[config.mk]
export PLATFORM = sky130hd
export DESIGN_NAME = fwd_operand_bypass
export DESIGN_NICKNAME = d
export VERILOG_FILES = /design/src/rtl/fwd_bypass_pkg.sv /design/src/rtl/fwd_id_match.sv /design/src/rtl/fwd_prio_pick.sv /design/src/rtl/fwd_operand_sel.sv /design/src/rtl/fwd_operand_bypass.sv
export SDC_FILE = /design/constraint.sdc
export NUM_CORES = 1
export LEC_CHECK = 0
export ABC_AREA = 1
export BUFFER_PORTS_ARGS = -buffer_cell sky130_fd_sc_hd__buf_2
export CORE_AREA = 4 4 135 137
export DETAILED_ROUTE_END_ITERATION = 16
export DIE_AREA = 0 0 139 141
export SYNTH_ARGS = -nofsm -noshare
export SYNTH_HDL_FRONTEND = slang
export SYNTH_SLANG_ARGS = --single-unit
[constraint.sdc]
create_clock -name vclk -period 4.3
set_input_delay 0.43 -clock vclk [all_inputs]
set_output_delay 0.43 -clock vclk [all_outputs]
set_load 0.01 [all_outputs]
[src/rtl/fwd_bypass_pkg.sv]
`timescale 1ns/1ps
package fwd_bypass_pkg;

  // Number of bypass producers, ordered youngest first.
  localparam int unsigned N_PROD = 5;

  // Producer index, which is also the priority rank (0 = highest).
  typedef enum logic [2:0] {
    PROD_EX_ALU   = 3'd0,
    PROD_MEM_LOAD = 3'd1,
    PROD_MEM_ALU  = 3'd2,
    PROD_WB_LOAD  = 3'd3,
    PROD_WB_ALU   = 3'd4
  } prod_e;

endpackage

[src/rtl/fwd_id_match.sv]
`timescale 1ns/1ps
// Compares one source register ID with one destination ID.
// The reserved none code never produces a hit from either side.
module fwd_id_match #(
  parameter int unsigned ID_W = 4,
  parameter logic [ID_W-1:0] NONE_ID = '1
) (
  input  logic [ID_W-1:0] src_id,
  input  logic [ID_W-1:0] dst_id,
  output logic            hit
);

  logic src_real;
  logic dst_real;
  logic same_id;

  always_comb begin
    src_real = (src_id != NONE_ID);
    dst_real = (dst_id != NONE_ID);
    same_id  = (src_id == dst_id);
    hit      = src_real && dst_real && same_id;
  end

endmodule

[src/rtl/fwd_prio_pick.sv]
`timescale 1ns/1ps
// Fixed-priority one-hot grant: the lowest index that hits wins.
module fwd_prio_pick #(
  parameter int unsigned N = 5
) (
  input  logic [N-1:0] hit_vec,
  output logic [N-1:0] grant_oh,
  output logic         any_hit
);

  // blocked[i] is set when any index below i hits.
  logic [N:0] blocked;

  assign blocked[0] = 1'b0;

  for (genvar g = 0; g < N; g++) begin : g_rank
    assign grant_oh[g]    = hit_vec[g] & ~blocked[g];
    assign blocked[g + 1] = blocked[g] | hit_vec[g];
  end

  assign any_hit = blocked[N];

endmodule

[src/rtl/fwd_operand_sel.sv]
`timescale 1ns/1ps
// Selects one operand: optional PC override, then the bypass chain,
// then the register-file value.
module fwd_operand_sel #(
  parameter int unsigned     ID_W    = 4,
  parameter int unsigned     DATA_W  = 32,
  parameter int unsigned     N_PROD  = 5,
  parameter logic [ID_W-1:0] NONE_ID = '1,
  parameter bit              PC_CASE = 1'b0
) (
  input  logic [ID_W-1:0]               src_id,
  input  logic [N_PROD-1:0][ID_W-1:0]   prod_dst,
  input  logic [N_PROD-1:0][DATA_W-1:0] prod_val,
  input  logic [DATA_W-1:0]             rf_val,
  input  logic                          pc_take,
  input  logic [DATA_W-1:0]             pc_val,
  output logic [DATA_W-1:0]             operand
);

  logic [N_PROD-1:0] hit_vec;
  logic [N_PROD-1:0] grant_oh;
  logic              any_hit;
  logic [DATA_W-1:0] byp_val;
  logic [DATA_W-1:0] reg_path;

  for (genvar g = 0; g < N_PROD; g++) begin : g_cmp
    fwd_id_match #(
      .ID_W    (ID_W),
      .NONE_ID (NONE_ID)
    ) u_match (
      .src_id (src_id),
      .dst_id (prod_dst[g]),
      .hit    (hit_vec[g])
    );
  end

  fwd_prio_pick #(
    .N (N_PROD)
  ) u_pick (
    .hit_vec  (hit_vec),
    .grant_oh (grant_oh),
    .any_hit  (any_hit)
  );

  // AND-OR mux over the one-hot grant.
  always_comb begin
    byp_val = '0;
    for (int i = 0; i < N_PROD; i++) begin
      byp_val = byp_val | (prod_val[i] & {DATA_W{grant_oh[i]}});
    end
    reg_path = any_hit ? byp_val : rf_val;
  end

  if (PC_CASE) begin : g_pc
    assign operand = pc_take ? pc_val : reg_path;
  end else begin : g_no_pc
    logic unused_pc_inputs;
    assign unused_pc_inputs = ^{pc_take, pc_val};
    assign operand = reg_path;
  end

endmodule

[src/rtl/fwd_operand_bypass.sv]
`timescale 1ns/1ps
// Decode-stage operand bypass selector (top).
module fwd_operand_bypass
  import fwd_bypass_pkg::*;
#(
  parameter int unsigned     ID_W    = 4,
  parameter int unsigned     DATA_W  = 32,
  parameter int unsigned     OP_W    = 4,
  parameter logic [OP_W-1:0] CALL_OP = 4'h8,
  parameter logic [OP_W-1:0] JUMP_OP = 4'h7,
  parameter logic [ID_W-1:0] NONE_ID = '1
) (
  input  logic [OP_W-1:0]   dec_op,
  input  logic [DATA_W-1:0] dec_next_pc,
  input  logic [ID_W-1:0]   dec_src_a,
  input  logic [ID_W-1:0]   dec_src_b,
  input  logic [DATA_W-1:0] rf_rd_a,
  input  logic [DATA_W-1:0] rf_rd_b,
  input  logic [ID_W-1:0]   ex_alu_dst,
  input  logic [DATA_W-1:0] ex_alu_res,
  input  logic [ID_W-1:0]   mem_load_dst,
  input  logic [DATA_W-1:0] mem_load_data,
  input  logic [ID_W-1:0]   mem_alu_dst,
  input  logic [DATA_W-1:0] mem_alu_val,
  input  logic [ID_W-1:0]   wb_load_dst,
  input  logic [DATA_W-1:0] wb_load_val,
  input  logic [ID_W-1:0]   wb_alu_dst,
  input  logic [DATA_W-1:0] wb_alu_val,
  output logic [DATA_W-1:0] opnd_a,
  output logic [DATA_W-1:0] opnd_b
);

  logic [N_PROD-1:0][ID_W-1:0]   prod_dst;
  logic [N_PROD-1:0][DATA_W-1:0] prod_val;
  logic                          pc_take;

  // Pack producers in priority order, youngest first.
  always_comb begin
    prod_dst[PROD_EX_ALU]   = ex_alu_dst;
    prod_val[PROD_EX_ALU]   = ex_alu_res;
    prod_dst[PROD_MEM_LOAD] = mem_load_dst;
    prod_val[PROD_MEM_LOAD] = mem_load_data;
    prod_dst[PROD_MEM_ALU]  = mem_alu_dst;
    prod_val[PROD_MEM_ALU]  = mem_alu_val;
    prod_dst[PROD_WB_LOAD]  = wb_load_dst;
    prod_val[PROD_WB_LOAD]  = wb_load_val;
    prod_dst[PROD_WB_ALU]   = wb_alu_dst;
    prod_val[PROD_WB_ALU]   = wb_alu_val;
    pc_take = (dec_op == CALL_OP) || (dec_op == JUMP_OP);
  end

  fwd_operand_sel #(
    .ID_W    (ID_W),
    .DATA_W  (DATA_W),
    .N_PROD  (N_PROD),
    .NONE_ID (NONE_ID),
    .PC_CASE (1'b1)
  ) u_sel_a (
    .src_id   (dec_src_a),
    .prod_dst (prod_dst),
    .prod_val (prod_val),
    .rf_val   (rf_rd_a),
    .pc_take  (pc_take),
    .pc_val   (dec_next_pc),
    .operand  (opnd_a)
  );

  fwd_operand_sel #(
    .ID_W    (ID_W),
    .DATA_W  (DATA_W),
    .N_PROD  (N_PROD),
    .NONE_ID (NONE_ID),
    .PC_CASE (1'b0)
  ) u_sel_b (
    .src_id   (dec_src_b),
    .prod_dst (prod_dst),
    .prod_val (prod_val),
    .rf_val   (rf_rd_b),
    .pc_take  (1'b0),
    .pc_val   ({DATA_W{1'b0}}),
    .operand  (opnd_b)
  );

endmodule

======== Word-level counts from Yosys, hierarchy flattened ========
Index checks and enable logic that the tools add are counted.
storage, ports and cells
  register bits ........................... 0
  input port bits ......................... 288
  output and inout port bits .............. 64
  word-level logic and storage cells ...... 85
cells by class
  equality and inequality tests ........... 19
  mux-type cells .......................... 3
  bitwise gates (word level) .............. 42
  reduce and logical (&&, ||, !) cells .... 21
operators with widths
  kind                  count
  $and A32 B32 Y32      10
  $or A32 B32 Y32       8
  $mux W32              3
  $eq A4 B4 Y1          10
  $ne A4 B4 Y1 const B  7
  $logic_and A1 B1 Y1   20
  $and A1 B1 Y1         8
  $not A1 Y1            8
  $or A1 B1 Y1          8
  $eq A4 B3 Y1 const B  1
  $eq A4 B4 Y1 const B  1
  $logic_or A1 B1 Y1    1

======== Logic depth before layout (Yosys ltp) ========
Gate-level depths: netlist of the first run.
  word-level depth ........................ 12
  gate-level depth with buffers ........... 14

======== Cells and area by module ========
Synthesis of the first run repeated with hierarchy kept, for this count alone.
unflattened totals
  cell total of the unflattened synthesis .. 1,078
  area total of the unflattened synthesis .. 4,529.3 um2
by module, submodules not included
  module                      times used  cells an instance  area each (um2)
  fwd_operand_sel at u_sel_a  1           478                1,999.4
  fwd_operand_sel at u_sel_b  1           343                1,502.7
  fwd_id_match                10          22                 85.1
  fwd_prio_pick               2           13                 67.6
  fwd_operand_bypass          1           11                 41.3

======== Worst setup path before layout of the first run ========
No wires, ideal clock.
  path type ............................... input-to-output
  start ................................... in dec_src_b[3]
  end ..................................... out opnd_b[0]
  data arrival time ....................... 1,714 ps
  data required time ...................... 3,870 ps
  setup slack ............................. 2,156 ps
  cell stages on the path ................. 12
  buffers on the path ..................... 2
  path through ............................ buf_2 -> nand2_1 -> nor2_4 -> nor2_1 -> nand3_4 -> nand2_2 -> nor2_4 -> nand2_2 -> nor2_4 -> buf_6 -> nand2_1 -> nand3_1
on the way
  word-level cells in the longest chain between the ends .. 11
RTL lines
  what                                                         line                                      text
  from (decl)                                                  fwd_operand_bypass.sv:16                  input logic [ID_W-1:0] dec_src_b,
  $ne A4 B4 Y1                                                 fwd_id_match.sv:18                        src_real = (src_id != NONE_ID);
  $logic_and A1 B1 Y1 (2 in series)                            fwd_id_match.sv:21                        hit = src_real && dst_real && same_id;
  $not A1 Y1 or $or A1 B1 Y1 (tied branches)                   fwd_prio_pick.sv:17, fwd_prio_pick.sv:18
  $and A1 B1 Y1, or another cell as far along                  fwd_prio_pick.sv:17                       assign grant_oh[g] = hit_vec[g] & ~blocked[g];
  $and A32 B32 Y32, or another cell as far along               fwd_operand_sel.sv:49                     byp_val = byp_val | (prod_val[i] & {DATA_W{grant_oh[i]}});
  $or A32 B32 Y32, or another cell as far along (2 in series)  fwd_operand_sel.sv:49
  $or A32 B32 Y32 or $and A32 B32 Y32 (tied branches)          fwd_operand_sel.sv:49
  $or A32 B32 Y32                                              fwd_operand_sel.sv:49
  $mux W32 (*)                                                 fwd_operand_sel.sv:51                     reg_path = any_hit ? byp_val : rf_val;
  to (decl)                                                    fwd_operand_bypass.sv:30                  output logic [DATA_W-1:0] opnd_b
Mark *: on every way between the ends. The rest lies on a longest branch, timed or not.

======== Worst setup path in the final report of the first run ========
  start ................................... in dec_src_a[2]
  end ..................................... out opnd_a[25]
on the way
  word-level cells in the longest chain between the ends .. 12
RTL lines
  what                                                         line                                      text
  from (decl)                                                  fwd_operand_bypass.sv:15                  input logic [ID_W-1:0] dec_src_a,
  $ne A4 B4 Y1                                                 fwd_id_match.sv:18
  $logic_and A1 B1 Y1 (2 in series)                            fwd_id_match.sv:21
  $not A1 Y1 or $or A1 B1 Y1 (tied branches)                   fwd_prio_pick.sv:17, fwd_prio_pick.sv:18
  $and A1 B1 Y1, or another cell as far along                  fwd_prio_pick.sv:17
  $and A32 B32 Y32, or another cell as far along               fwd_operand_sel.sv:49
  $or A32 B32 Y32, or another cell as far along (2 in series)  fwd_operand_sel.sv:49
  $or A32 B32 Y32 or $and A32 B32 Y32 (tied branches)          fwd_operand_sel.sv:49
  $or A32 B32 Y32                                              fwd_operand_sel.sv:49
  $mux W32 (*)                                                 fwd_operand_sel.sv:51
  $mux W32 (*)                                                 fwd_operand_sel.sv:55                     assign operand = pc_take ? pc_val : reg_path;
  to (decl)                                                    fwd_operand_bypass.sv:29                  output logic [DATA_W-1:0] opnd_a,
Marked as above.

==> impl_results.md, run 1 <==
- Synth unique cells: 26
- Sequential cells: 0
- Ys Warns: 0
- Final WS setup: between 1 and 1.5 ns
- Critical path type: input pin to output pin
- Cell count after synthesis: 1,104
- Startpoint types: input pin
- Hold Path Origin: dec_next_pc[10]
- HPWL after DPL: 20.9 mm
- Fin util: 39.5%
- CP max FO: 63
- Switching Share: 62.8%
- Vias in the first global route: 7,774
- Cell internal pwr: 0.370 mW
- Hold Vio Cnt, Final: 0
- RSZ-0062 raised after global routing: no
- Min-Delay Endpoint: opnd_a[10]
- # setup viols final: 0
- Status: finished clean
- PwrDens: about 150 mW/mm²
- Gpl congestion: 0.973
- Global Route Usage Sum: 25.8%
- Share of the synthesized area in the top cell type: between 20% and 30%
- Clk pwr share: 0%
- Placed insts: 1,623
- Multi-input logic area: 0.00396 mm²
- Routed len/inst: ~17 µm
- Min-delay worst type: input pin to output pin
- CLK BUF: 0
- Max frequency: around 0.3 GHz
- Nets: 1,688
- Post-Place Setup Slack: 1.09 ns
- Row Count: between 40 and 50
- Fin cells: ~1,600
- Vias: 8,263
- Final worst path period need: about 3.2 ns
- WHS Path Cells: 4
- Register Area: 0 µm²
- Synth top cells by count: nand2_1, nand3_1, inv_1
- Global-route wire length before repair: 41.2 mm
- CP dominant cell by count: nand2_1
- Post-CTS Setup Inserts: 0
- Initial Util: roughly 29%
- Die Footprint: 0.0196 mm²
- Syn nets: 1,392
- Sequential power share: 0%
- Synthesized area: 0.00498 mm²
- Die Wd: around 140 µm
- Worst path buffer plus inverter count: 2
- Ports: between 300 and 400
- Design area: 0.00674 mm²
- Die Y: roughly 140 µm
- Worst Setup End Kind: output pin
- Syn Area/Cell: 4.51 µm²
- Switching power: approximately 0.63 mW
- Final worst-path cycle share: 75.5%
- CP Cell Sequence: buf_2 > nand2_1 > nor2_4 > nor2_2 > nand3_4 > nand2_2 > nor2_8 > nand3_1 > nand3_1 > nand2_1 > nand2_1 > buf_2
- Tot Pwr: 0.997 mW
- Data arrival time of the critical path: about 2.8 ns
- Total grt overflow: 0
- Setup TNS: 0 ns
- Fillers: 2,055
- Slew margin rel.: 35.6%
- Lkg Pwr: 4.30 nW
- Area growth syn-to-layout: 35.4%
- Synth top area cells: nand3_1, nand2_1, inv_1
- Number of vias per cell: 5.08
- Top-count cell post-synth: nand2_1
- CP max stage cell: nor2_8
- Share of layout cells above drive strength 1: 28.2%
- CP top delay family: simple AND/OR/NAND/NOR gates
- Critical Path Max Stage Delay: 0.67 ns
- Antenna violations before repair: 1
- Number of max-cap violations: 0
- CORE AREA: between 0.015 and 0.02 mm²
- Register area share after synthesis: 0%
- Combinational share of power: 100.0%
- PostCTS Resize Cnt: 0
- Largest net degree at the start of global routing: 64
- Synth area leader: nand3_1
- Placed Area: 0.00673 mm²
- Final Slew Violations: 0
- CTS Hold Bufs: 0
- IO Port Bufs: 352
- Iter 0 DRT Violations: 679
- Drt drc: 0
- VDD IR max: 61.2 µV
- Worst-margin pin slew: 0.964 ns
- Antenna violation net count after detailed routing: 0
- Critical Path RT: 3.87 ns
- Routed WL: 27.2 mm
- Hold slack: 1.14 ns
- Router iterations before antenna repair: 5
[routing by layer]
metal	share of wire (%)	vias to the layer above	routed length (µm)	GRT usage, %
li1	-	4076	-	-
met1	40	3639	10800	31.4
met2	49	487	13200	46.7
met3	8.6	61	2360	4.00
met4	3.1	0	832	7.78
met5	0	-	0	0
[worst min-delay path, cell delays in order]
cell     delay, ns
buf_2         0.07
nand2_1       0.04
nand2_1       0.05
buf_2         0.12
[final cells by class]
class | instances | area share, %
repair buffers | 365 | 27.8
diodes | 2 | 0.0743
multi-input cells | 869 | 58.8
inverters | 164 | 9.16
well taps | 225 | 4.18
[cells in the final DEF, fill, tap and decap left out]
| cell type | n |
|---|---|
| nand2_2 | 4 |
| nor2_4 | 10 |
| xnor2_1 | 4 |
| a21oi_1 | 1 |
| nor3_1 | 1 |
| nand4_1 | 41 |
| a22o_1 | 1 |
| inv_2 | 4 |
| buf_12 | 1 |
| o21ai_0 | 34 |
| nand3_1 | 259 |
| nand3_4 | 3 |
| diode_2 | 2 |
| buf_2 | 352 |
| inv_1 | 159 |
| nor2_1 | 152 |
| o22ai_1 | 5 |
| and2_2 | 1 |
| xor2_1 | 5 |
| clkinv_2 | 1 |
| nor2_8 | 1 |
| nand3_2 | 2 |
| nor2_2 | 3 |
| buf_4 | 12 |
| nand2_1 | 342 |
[worst max-delay path by stage]
stage	startpoint	to	cells past startpoint
floorplan	dec_src_b[3]	opnd_b[0]	12
global placement	dec_src_a[1]	opnd_a[0]	13
detailed placement	dec_src_a[2]	opnd_a[0]	13
CTS	dec_src_a[1]	opnd_a[0]	13
global route	dec_src_a[2]	opnd_a[25]	12
finish	dec_src_a[2]	opnd_a[25]	12
[power by group through the flow]
stage	clock network [mW]	logic (mW)	registers, mW
after detailed placement	0	0.993	0
final	0.0000000624	0.997	0
after global routing	0.0000000312	1.11	0
after CTS	0	0.998	0
after floorplan	0	0.584	0
after global placement	0	0.988	0
[kinds of logic (layout without fill, tap and decap cells)]
logic type / count (synthesis) / after routing / synth area share (%)
compound gates: 41 / 41 / 4.32
xor+xnor: 9 / 9 / 1.58
buf+inv: 235 / 529 / 20.7
other cells: 0 / 2 / 0
simple gates: 819 / 819 / 73.4
No activity file was read; power rests on OpenSTA's default activity.
==> run 2, diff against run 1 <==
--- a/config.mk
+++ b/config.mk
@@ -5,11 +5,11 @@
 export SDC_FILE = /design/constraint.sdc
 export NUM_CORES = 1
 export LEC_CHECK = 0
-export ABC_AREA = 1
+export ABC_AREA = 0
 export BUFFER_PORTS_ARGS = -buffer_cell sky130_fd_sc_hd__buf_2
-export CORE_AREA = 4 4 135 137
+export CORE_AREA = 4 4 134 136
 export DETAILED_ROUTE_END_ITERATION = 16
-export DIE_AREA = 0 0 139 141
+export DIE_AREA = 0 0 138 140
 export SYNTH_ARGS = -nofsm -noshare
 export SYNTH_HDL_FRONTEND = slang
 export SYNTH_SLANG_ARGS = --single-unit
==> constraint.sdc (replaced) <==
create_clock -name vclk -period 2.7
set_input_delay 0.27 -clock vclk [all_inputs]
set_output_delay 0.27 -clock vclk [all_outputs]
set_load 0.01 [all_outputs]
==> run 2 against run 1 <==
Against the previous run:
- combinational power is 51% higher
- synthesized area is 21% lower
- highest routed layer is now met5
- worst setup slack worse by 1.0 ns
- critical endpoint is now opnd_a[5]
- largest cell class unchanged
- critical path type unchanged
- global-route usage is 3.3 points lower
- sequential cell count stayed put
- sequential share of layout area stayed put
- first-iteration DRC count is 6.6% lower
==> impl_results.md, run 2 <==
- Hold Vio Cnt, Final: 0
- Syn Area/Cell: 6.59 µm²
- Synthesized area: between 0.003 and 0.004 mm²
- Global-route wire length before repair: 35.5 mm
- Number of max-cap violations: 0
- CP max stage cell: a311oi_4
- Setup TNS: 0 ns
- Final worst-path cycle share: 98.2%
- Data arrival time of the critical path: around 2.4 ns
- WL met3: 2.42 mm
- # setup viols final: 0
- Iter 0 DRT Violations: 634
- Critical Path RT: 2.43 ns
- Slew margin rel.: 62.3%
- Min-delay worst type: input pin to output pin
- HPWL after DPL: 19.4 mm
- Router iterations before antenna repair: 5
- Largest net degree at the start of global routing: 65
- Design area: between 0.006 and 0.007 mm²
- Global Route Usage Sum: 22.5%
- Lkg Pwr: 2.70 nW
- CP startpoint: dec_src_a[2]
- Ys Warns: 0
- Vias: between 6,000 and 7,000
- Post-Place Setup Slack: roughly 0.11 ns
- CP top delay family: compound AO/OA/AOI/OAI gates
- Critical Path Stages: 10
- Share of layout cells above drive strength 1: approximately 45%
- Most frequent cells in the layout: buf_2, nor2_1, a21oi_1
- Row Count: 48
- Routed len/inst: 20.9 µm
- Nets: 1,207
- CORE AREA: about 0.017 mm²
- Top-count cell post-synth: nor2_1
- Register area share after synthesis: 0%
- Ports: around 350
- Post-CTS Setup Inserts: 0
- Final Slew Violations: 0
- Die Wd: 138 µm
- Vias in the first global route: 6,100
- Metal2 WL: 10.9 mm
- Startpoint types: input pin
- Uppermost routed layer: met5
- Critical path type: input pin to output pin
- Initial Util: 23.3%
- Commonest non-fill, non-tap cell in the layout: buf_2
- CLK BUF: 0
- Critical Path Max Stage Delay: 0.39 ns
- Final worst path period need: ~2.7 ns
- Sequential cells: 0
- IO Port Bufs: 352
- Syn nets: just under 900
- Register Area: 0 µm²
- Placed Area: 0.00622 mm²
- Met1 wire length: 10.1 mm
- RSZ-0062 raised after global routing: no
- Total grt overflow: 0
- Fin util: 36.9%
- Number of vias per cell: 5.63
- CP max FO: 15
- Status: finished clean
- Cell count after synthesis: 598
- Area growth syn-to-layout: 58.6%
- PwrDens: 242 mW/mm²
- Synth top area cells: nor2_1, o221a_1, mux2i_1
- Gpl congestion: 0.964
- Final WS setup: slightly below 0.05 ns
- CP endpoint: opnd_a[5]
- Routed WL: 23.9 mm
- VDD IR max: 99.7 µV
- Synth top cells by count: nor2_1, clkbuf_1, a21oi_1
- Synth area leader: nor2_1
- CP Cell Sequence: buf_2 > buf_4 > xnor2_1 > buf_4 > a311oi_4 > buf_12 > a221oi_1 > o221ai_1 > o221a_1 > buf_2
- WHS Path Cells: 3
- Share of the synthesized area in the top cell type: 12.9%
- Max frequency: 0.377 GHz
- Antenna violations before repair: 3
- Worst-margin pin slew: approximately 0.56 ns
- Die Y: roughly 140 µm
- Die Footprint: slightly below 0.02 mm²
- Worst path buffer plus inverter count: 5
- Antenna violation net count after detailed routing: 0
- Drt drc: 0
- Worst Setup End Kind: output pin
- Synth unique cells: 43
## run 2: power breakdown
part	internal, mW	leakage [nW]	switching (mW)
registers	0	0	0
logic	0.702	2.70	0.810
clock network	0.0000000495	0.00000634	0
## run 2: kinds of logic after synthesis
logic type	synth area share [%]
AOI/OAI and AO/OA	50.2
xor gates and xnor gates	6.66
buffers and inverters	8.76
muxes	8.12
and+or+nand+nor	26.2
## run 2: routing by layer
metal / vias up / track usage (%)
met5: - / 0
met4: 4 / 3.64
met3: 44 / 5.29
met2: 403 / 36.6
met1: 2951 / 30.8
li1: 3032 / -
## run 2: worst min path at each step
stage / from / endpoint / slack, ns
2_1_floorplan: rf_rd_b[0] / opnd_b[0] / 0.70
3_3_place_gp: rf_rd_b[15] / opnd_b[15] / 0.85
3_5_place_dp: rf_rd_b[15] / opnd_b[15] / 0.85
4_1_cts: rf_rd_b[12] / opnd_b[12] / 0.86
5_1_grt: rf_rd_b[29] / opnd_b[29] / 0.86
6_report: rf_rd_b[29] / opnd_b[29] / 0.86
## run 2: cell type report
| class | count | area (µm²) |
|---|---|---|
| fill | 1869 | 10700 |
| timing repair buffer | 393 | 2240 |
| multi-input combinational | 523 | 3720 |
| tap | 225 | 282 |
| antenna | 1 | 2.50 |
| inverter | 1 | 3.75 |
## run 2: metrics by stage
step                      std cells  hold slack (ns)  total power [mW]
after global placement         1142            0.852              1.49
after detailed placement       1142            0.855              1.50
after global routing           1143            0.864              1.63
after CTS                      1142            0.857              1.50
final                          1143            0.855              1.51
after floorplan                 598            0.705             0.773
## run 2: what timing repair did
| item | CTS | global route |
|---|---|---|
| setup endpoints to repair | 0 | 10 |
| hold buffers | 0 | 0 |
| resized for setup | 0 | 5 |
==> run 3, diff against run 2 <==
--- a/config.mk
+++ b/config.mk
@@ -7,9 +7,10 @@
 export LEC_CHECK = 0
 export ABC_AREA = 0
 export BUFFER_PORTS_ARGS = -buffer_cell sky130_fd_sc_hd__buf_2
-export CORE_AREA = 4 4 134 136
+export CORE_AREA = 4 4 135 137
 export DETAILED_ROUTE_END_ITERATION = 16
-export DIE_AREA = 0 0 138 140
+export DIE_AREA = 0 0 139 141
+export MAX_ROUTING_LAYER = met4
 export SYNTH_ARGS = -nofsm -noshare
 export SYNTH_HDL_FRONTEND = slang
 export SYNTH_SLANG_ARGS = --single-unit
==> constraint.sdc (replaced) <==
create_clock -name vclk -period 2.8
set_input_delay 0.28 -clock vclk [all_inputs]
set_output_delay 0.28 -clock vclk [all_outputs]
set_load 0.01 [all_outputs]
==> run 3 against run 2 <==
Against the previous run:
- final cell count down 0.26%
- worst setup slack better by 0.089 ns
- routed wire length increased by 1.4%
- sequential share of layout area is the same
- die area increased by 1.4%
- sequential cell count stayed put
- critical path depth down 2
- cell area shrank 1.7%
- core utilization down 0.90 points
- via count increased by 1.2%
- non-clock buffer count down 3
- count of clock-buffer cells in the layout unchanged
==> impl_results.md, run 3 (same netlist as run 2, synthesis figures left out) <==
- Post-CTS Setup Inserts: 0
- Worst path buffer plus inverter count: 2
- Iter 0 DRT Violations: about 640
- Die Footprint: 0.0196 mm²
- Drt drc: 0
- Vias: 6,510
- Share of layout cells above drive strength 1: roughly 44%
- CORE AREA: 0.0171 mm²
- Largest net degree at the start of global routing: 41
- Number of max-cap violations: 0
- Gpl congestion: between 0.9 and 1
- Fillers: 1,870
- Sequential cells: 0
- Worst Setup End Kind: output pin
- Die Wd: between 100 and 150 µm
- HPWL after DPL: 19.6 mm
- Initial Util: 23.1%
- Router iterations before antenna repair: 8
- # setup viols final: 0
- Antenna violation net count after detailed routing: 0
- Worst-margin pin slew: 0.686 ns
- Die Y: roughly 140 µm
- Area growth syn-to-layout: 55.8%
- WL met3: approximately 2.8 mm
- Most frequent cells in the layout: buf_2, nor2_1, a21oi_1
- Metal2 WL: 11.2 mm
- Routed WL: between 20 and 25 mm
- Startpoint types: input pin
- IO Port Bufs: 352
- Uppermost routed layer: met4
- CP top delay family: compound AO/OA/AOI/OAI gates
- Routed len/inst: 21.3 µm
- Slew margin rel.: 54.3%
- Ports: 352
- CTS Hold Bufs: 0
- Nets: 1,204
- Final Slew Violations: 0
- CP Cell Sequence: buf_2 > nand4_1 > and4_1 > a311oi_4 > a221oi_1 > o221ai_1 > o221a_1 > buf_2
- Data arrival time of the critical path: 2.38 ns
- Hold Vio Cnt, Final: 0
- Register Area: 0 µm²
- Vias in the first global route: 6,199
- Number of vias per cell: approximately 5.7
- CP max stage cell: o221ai_1
- CLK BUF: 0
- Final worst-path cycle share: a little over nine tenths
- Global-route wire length before repair: 35.6 mm
- RSZ-0062 raised after global routing: no
- Commonest non-fill, non-tap cell in the layout: buf_2
- Global Route Usage Sum: 23.0%
- Hold slack: between 0.8 and 0.9 ns
- CP dominant cell by count: buf_2
- Multi-input logic area: ~0.0037 mm²
- PostCTS Resize Cnt: 0
- Critical path type: input pin to output pin
- CP max FO: 10
- Row Count: 48
- Setup TNS: 0 ns
- Final worst path period need: approximately 2.7 ns
- Min-delay worst type: input pin to output pin
- Critical Path RT: 2.52 ns
- Met1 wire length: 9.88 mm
- Status: finished clean
- Max frequency: 0.376 GHz
- Total grt overflow: 0
- Critical Path Max Stage Delay: 0.58 ns
- Antenna violations before repair: 1
-- run 3: changes by cell type in the layout (fill, tap and decap cells not counted), sizes merged --
cell	before	now
buf	393	390
-- run 3: worst min-delay path, delay by kind of cell --
family | cells | cell delay (ns)
buffers and inverters | 2 | 0.20
AO/OA/AOI/OAI | 1 | 0.12
-- run 3: final cells by class --
class              count  share of cell area, %
multi-input cells    523                   60.4
repair buffers       390                   35.0
well taps            225                   4.58
inverters              1                 0.0611
diodes                 1                 0.0407
-- run 3: metrics by stage --
| step | area (µm²) | cells | utilization [%] | worst slack [ns] |
|---|---|---|---|---|
| 2_1_floorplan | 3940 | 598 | - | 0.562 |
| 3_3_place_gp | 6140 | 1139 | 36.0 | 0.206 |
| 3_5_place_dp | 6140 | 1139 | 36.0 | 0.172 |
| 4_1_cts | 6140 | 1139 | 36.0 | 0.161 |
| 5_1_grt | 6140 | 1140 | 36.0 | 0.0144 |
| 6_report | 6140 | 1140 | 36.0 | 0.138 |
-- run 3: path summary, 6_finish.rpt --
| path | start | to | slack, ns | cells after the start |
|---|---|---|---|---|
| max | dec_src_a[2] | opnd_a[0] | 0.14 | 8 |
| min | rf_rd_b[5] | opnd_b[5] | 0.88 | 3 |
-- run 3: metal layers --
metal	vias up	global-route usage, %
met1	3019	29.4
li1	3027	-
met4	0	3.55
met2	414	37.0
met5	-	-
met3	50	6.61
